[src/rtl/regstat_pkg.sv]
package regstat_pkg;
   // Architectural address of register index i: 0, 2, 4, 8, ...
   function automatic int reg_addr(input int i);
      return (i == 0) ? 0 : (1 << i);
   endfunction
endpackage

[src/rtl/regstat_entry.sv]
module regstat_entry #(
   parameter int DATA_W = 32,
   parameter int TAG_W  = 4,
   parameter logic [DATA_W-1:0] INIT = '0
) (
   input  logic              clk,
   input  logic              rst,
   input  logic              set_en,
   input  logic [TAG_W-1:0]  set_tag,
   input  logic              bc_valid,
   input  logic [TAG_W-1:0]  bc_tag,
   input  logic [DATA_W-1:0] bc_val,
   output logic              busy_o,
   output logic [TAG_W-1:0]  tag_o,
   output logic [DATA_W-1:0] val_o
);
   logic              busy_q;
   logic [TAG_W-1:0]  tag_q;
   logic [DATA_W-1:0] val_q;
   logic              match;

   assign match = busy_q && bc_valid && (bc_tag != '0) && (bc_tag == tag_q);

   always_ff @(posedge clk) begin
      if (rst) begin
         busy_q <= 1'b0;
         tag_q  <= '0;
         val_q  <= INIT;
      end else if (set_en) begin
         busy_q <= 1'b1;
         tag_q  <= set_tag;
      end else if (match) begin
         busy_q <= 1'b0;
         tag_q  <= '0;
         val_q  <= bc_val;
      end
   end

   assign busy_o = busy_q;
   assign tag_o  = tag_q;
   assign val_o  = val_q;


   rename_sets_busy_chk: assert property (@(posedge clk) disable iff (rst)
      set_en |=> (busy_q && tag_q == $past(set_tag)));

   rename_keeps_val_chk: assert property (@(posedge clk) disable iff (rst)
      set_en |=> $stable(val_q));

   capture_chk: assert property (@(posedge clk) disable iff (rst)
      (!set_en && match) |=> (!busy_q && tag_q == '0 && val_q == $past(bc_val)));

   hold_chk: assert property (@(posedge clk) disable iff (rst)
      (!set_en && !match) |=> ($stable(busy_q) && $stable(tag_q) && $stable(val_q)));

   busy_tag_chk: assert property (@(posedge clk) disable iff (rst)
      busy_q == (tag_q != '0));
endmodule

[src/rtl/regstat_lookup.sv]
module regstat_lookup #(
   parameter int DATA_W   = 32,
   parameter int TAG_W    = 4,
   parameter int ADDR_W   = 4,
   parameter int NUM_REGS = 4
) (
   input  logic                       clk,
   input  logic                       rst,
   input  logic [ADDR_W-1:0]          addr,
   input  logic [NUM_REGS-1:0]        busy,
   input  logic [NUM_REGS*TAG_W-1:0]  tags,
   input  logic [NUM_REGS*DATA_W-1:0] vals,
   input  logic                       bc_valid,
   input  logic [TAG_W-1:0]           bc_tag,
   input  logic [DATA_W-1:0]          bc_val,
   output logic [DATA_W-1:0]          val_o,
   output logic [TAG_W-1:0]           tag_o
);
   logic mapped;

   always_comb begin
      val_o  = '0;
      tag_o  = '0;
      mapped = 1'b0;
      for (int i = 0; i < NUM_REGS; i++) begin
         if (addr == ADDR_W'(regstat_pkg::reg_addr(i))) begin
            mapped = 1'b1;
            if (!busy[i]) begin
               val_o = vals[i*DATA_W +: DATA_W];
            end else if (bc_valid && bc_tag != '0 && bc_tag == tags[i*TAG_W +: TAG_W]) begin
               val_o = bc_val;
            end else begin
               tag_o = tags[i*TAG_W +: TAG_W];
            end
         end
      end
   end


   wait_val_zero_chk: assert property (@(posedge clk) disable iff (rst)
      (tag_o != '0) |-> (val_o == '0));

   unmapped_zero_chk: assert property (@(posedge clk) disable iff (rst)
      !mapped |-> (val_o == '0 && tag_o == '0));
endmodule

[src/rtl/regstat_table.sv]
module regstat_table #(
   parameter int DATA_W   = 32,
   parameter int TAG_W    = 4,
   parameter int ADDR_W   = 4,
   parameter int NUM_REGS = 4,
   parameter logic [NUM_REGS*DATA_W-1:0] INIT_VALS = '0
) (
   input  logic              clk,
   input  logic              rst,
   input  logic [ADDR_W-1:0] src_a_addr,
   output logic [DATA_W-1:0] src_a_val,
   output logic [TAG_W-1:0]  src_a_tag,
   input  logic [ADDR_W-1:0] src_b_addr,
   output logic [DATA_W-1:0] src_b_val,
   output logic [TAG_W-1:0]  src_b_tag,
   input  logic              dst_en,
   input  logic [ADDR_W-1:0] dst_addr,
   input  logic [TAG_W-1:0]  dst_tag,
   input  logic              bc_valid,
   input  logic [TAG_W-1:0]  bc_tag,
   input  logic [DATA_W-1:0] bc_val
);
   localparam int FLAT_T = NUM_REGS * TAG_W;
   localparam int FLAT_D = NUM_REGS * DATA_W;

   generate
      if (NUM_REGS < 1 || NUM_REGS > ADDR_W) begin : g_bad_regs
         $error("NUM_REGS must lie in 1..ADDR_W");
      end
      if (TAG_W < 2) begin : g_bad_tag
         $error("TAG_W must be at least 2");
      end
   endgenerate

   logic [NUM_REGS-1:0] busy;
   logic [NUM_REGS-1:0] set_sel;
   logic [FLAT_T-1:0]   tags;
   logic [FLAT_D-1:0]   vals;

   for (genvar i = 0; i < NUM_REGS; i++) begin : g_reg
      assign set_sel[i] = dst_en && (dst_tag != '0) &&
                          (dst_addr == ADDR_W'(regstat_pkg::reg_addr(i)));
      regstat_entry #(
         .DATA_W (DATA_W),
         .TAG_W  (TAG_W),
         .INIT   (INIT_VALS[i*DATA_W +: DATA_W])
      ) entry_i (
         .clk      (clk),
         .rst      (rst),
         .set_en   (set_sel[i]),
         .set_tag  (dst_tag),
         .bc_valid (bc_valid),
         .bc_tag   (bc_tag),
         .bc_val   (bc_val),
         .busy_o   (busy[i]),
         .tag_o    (tags[i*TAG_W +: TAG_W]),
         .val_o    (vals[i*DATA_W +: DATA_W])
      );
   end

   regstat_lookup #(.DATA_W(DATA_W), .TAG_W(TAG_W), .ADDR_W(ADDR_W), .NUM_REGS(NUM_REGS))
   look_a_i (
      .clk(clk), .rst(rst), .addr(src_a_addr), .busy(busy), .tags(tags), .vals(vals),
      .bc_valid(bc_valid), .bc_tag(bc_tag), .bc_val(bc_val),
      .val_o(src_a_val), .tag_o(src_a_tag)
   );

   regstat_lookup #(.DATA_W(DATA_W), .TAG_W(TAG_W), .ADDR_W(ADDR_W), .NUM_REGS(NUM_REGS))
   look_b_i (
      .clk(clk), .rst(rst), .addr(src_b_addr), .busy(busy), .tags(tags), .vals(vals),
      .bc_valid(bc_valid), .bc_tag(bc_tag), .bc_val(bc_val),
      .val_o(src_b_val), .tag_o(src_b_tag)
   );


   zero_tag_rename_chk: assert property (@(posedge clk) disable iff (rst)
      (dst_en && dst_tag == '0) |-> (set_sel == '0));

   single_rename_chk: assert property (@(posedge clk) disable iff (rst)
      $onehot0(set_sel));
endmodule

[config.mk]
export PLATFORM = sky130hd
export DESIGN_NAME = regstat_table
export DESIGN_NICKNAME = d
export VERILOG_FILES = /design/src/rtl/regstat_pkg.sv /design/src/rtl/regstat_entry.sv /design/src/rtl/regstat_lookup.sv /design/src/rtl/regstat_table.sv
export SDC_FILE = /design/constraint.sdc
export NUM_CORES = 1
export LEC_CHECK = 0
export BUFFER_PORTS_ARGS = -buffer_cell sky130_fd_sc_hd__clkbuf_2
export CAP_MARGIN = 40
export CORE_MARGIN = 5
export CORE_UTILIZATION = 63
export CTS_BUF_LIST = sky130_fd_sc_hd__clkbuf_4 sky130_fd_sc_hd__clkbuf_8
export CTS_CLUSTER_DIAMETER = 60
export DETAILED_ROUTE_END_ITERATION = 8
export PLACE_DENSITY = 0.88
export SYNTH_ARGS = -nofsm -noshare
export SYNTH_HDL_FRONTEND = slang
export SYNTH_SLANG_ARGS = --single-unit
export TNS_END_PERCENT = 10
[constraint.sdc]
create_clock -name clk -period 4.7 [get_ports clk]
set_clock_uncertainty 0.05 [all_clocks]
set_input_delay 0.235 -clock clk [delete_from_list [all_inputs] [get_ports clk]]
set_output_delay 0.235 -clock clk [all_outputs]
set_load 0.02 [all_outputs]
==> qor.yml <==
finish:
  synthToLayoutAreaGrowth_pct: 15.9
  nets: 1036
  final_cell_mix: "dfxtp_1, nor2_1, clkbuf_2, mux2i_1, nand2_1"
  antenna_cells: 0
  final_area_um2: 8900
  final-seq-area_um2: 2960
  fillCellCount: 883
  layout-drive-gt1-share_pct: 19.8
  layout_commonest_cell: "dfxtp_1"
  multi_input_area_um2: 4150
route:
  drc: 4
  routed_wl_um: 22500
  num_vias: 7556
  ant_nets: 0
  wl_per_cell_um: 19.7
  drtIter0Drc: 1171
  avgViaCountPerCell: 6.64
  firstDrtPassIters: 9
place:
  place.port_buffers: 127
  dp_slack_ns: 1.75
  dp_hpwl_um: 14500
  gp_congestion: 0.935
  place_area_um2: 8450
clock_tree:
  postCtsSetupBuffers: 0
  clkSlewWorstSetupHoldPaths_ns: 0.08
  clkSinkCount: 148
  clockRootBuffer: "clkbuf_8"
  cts.htree.levels: 4
  insertion_delay_ns: 0.47
  clockBufferDepth: 2
  cts_buffers: 17
  tritoncts: "yes"
  ctsResizeCount: 0
die:
  num_rows: 40
  pin_count: 128
  die-area_um2: 14500
  coreArea_um2: 12000
  initial_core_util_pct: 64.3
  fp.dieW_um: 120
  dieHeight_um: 120
sta:
  max_slew.worst_pin.slew_ns: 0.822
  fin_ws_ns: 1.49
  finalHoldViolCount: 0
  fin_hold_ws_ns: 0.00915
  fmax_mhz: 312
  rsz0062_at_grt: "no"
  fin_setup_tns_ns: 0
  setup_viol: 0
  finalCriticalPeriod_ns: 3.21
  fin_crit_sh_pct: 68.2
  slew_headroom_pct: 45.1
  drv_slew: 0
yosys:
  synth_cell_type_count: 48
  synth-seq-cells: 148
  yosysTopAreaCell: "dfxtp_1"
  yosysWarningCount: 0
  synthTopCellsByArea: "dfxtp_1, mux2i_1, a221o_1"
  syn_area_per_cell_um2: 8.73
  syn_nets: 936
  netlist_area_um2: 7690
  ys_seq_area_share_pct: 38.5
  synthCells: 880
  netlist.area_leader.share_pct: 38.5
grt:
  grt_pass1_wl_um: 36400
  antenna_found_initial: 0
  grt_pass1_vias: 7391
  grt_use_total_pct: 31.0
  grt_overflow: 0
  grt_start_max_net_pins: 72
setup_path:
  crit_required_ns: 4.41
  critPathKind: "flop to primary output"
  cp-end-kind: "primary output"
  crit_fanout: 18
  start_kind: "flop"
  arrival_ns: 2.92
run:
  drv_cap: 0
pwr:
  power_density_nw_per_um2: 273
  peakVddDrop_uv: 247
  leakage_nw: 4.47
min_path:
  hold_path_class: "input pin to flop"
outcome:
  status: "finished, violations left"
  violations: "design-rule violations"
Yosys cell counts, drive strengths merged:
master and number:
a21boi 2, clkinv 19, nand2 86, nor3 3, o21ai 1, a221o 64, nor4bb 1, o2111ai 2
nor4b 3, o41a 1, a222oi 64, and4 1, a32oi 4, xor2 14, or3 1, nor2b 4
a2bb2oi 3, nor3b 2, nor4 6, mux2i 96, a221oi 1, nand3 14, and3 2, and3b 1
buf 28, clkbuf 46, xnor2 2, nand2b 3, and2 2, nand4b 1, or4 3, nor2 130
and4b 1, dfxtp 148, a21bo 1, nand4 6, a31oi 19, inv 49, a22oi 3, a21oi 43
state kept, by name, summed over array words and instances, names as in the netlist:
register          flops
g.entry_i.val_o     128
g.entry_i.tag_o      16
g.entry_i.busy_o      4
what timing repair did:
item	in CTS	in global routing
endpoints found under the hold margin	4	0
hold buffers	4	0
endpoints found under the setup margin	0	0
power by group:
group          internal (mW)  total, mW  leakage, nW  switching [mW]
sequential              1.26       1.26         1.19         0.00479
clock                  0.544       1.02        0.208           0.478
combinational         0.0435      0.149         3.08           0.105
total                   1.84       2.43         4.47           0.588
logic make-up after synthesis:
kind of cell              share of synthesized area (%)
AOI/OAI and AO/OA                                  23.3
xor gates and xnor gates                           1.82
buffers and inverters                              8.06
DFF                                                38.5
muxes                                              12.5
and+or+nand+nor                                    15.8
final timing paths:
| path | slack (ns) | end | startpoint | cells after the start |
|---|---|---|---|---|
| setup reg to reg | 2.23 | g_reg[3].entry_i.val_o[0]$_SDFFE_PP0P_ | g_reg[3].entry_i.tag_o[0]$_SDFFE_PP0P_ | 7 |
| hold / removal | 0.009 | g_reg[3].entry_i.val_o[18]$_SDFFE_PP0P_ | bc_val[18] | 3 |
| setup / recovery | 1.49 | src_a_val[26] | g_reg[1].entry_i.tag_o[2]$_SDFFE_PP0P_ | 7 |
| hold reg to reg | 0.43 | g_reg[3].entry_i.val_o[8]$_SDFFE_PP0P_ | g_reg[3].entry_i.val_o[8]$_SDFFE_PP0P_ | 2 |
metrics by stage:
stage	utilization (%)	total power, mW	cells
after detailed placement	70.7	1.43	1103
after CTS	74.4	2.43	1137
after global placement	69.6	1.42	1096
final	74.4	2.43	1138
after global routing	74.4	2.51	1138
after floorplan	-	1.36	880
cell type report:
class | count | share of cell area (%)
Tap cell | 147 | 2.07
Clock buffer | 23 | 3.48
Inverter | 68 | 2.87
Timing Repair Buffer | 155 | 10.6
Multi-Input combinational cell | 590 | 46.6
Clock inverter | 7 | 1.07
Sequential cell | 148 | 33.3
critical path, cell delays in order, from the launching register on:
cell,delay (ns)
dfxtp_1,0.36
xor2_1,0.21
nor4_4,0.45
nand2_1,0.22
o2111ai_4,0.60
buf_16,0.23
a221o_1,0.18
clkbuf_2,0.19
routing by layer:
layer,wire length [µm],GRT usage [%]
met3,2050,7.34
met5,0,0
met2,10300,48.2
met1,9280,40.6
met4,782,14.9
Note: power is estimated with default switching activity, not from simulation.
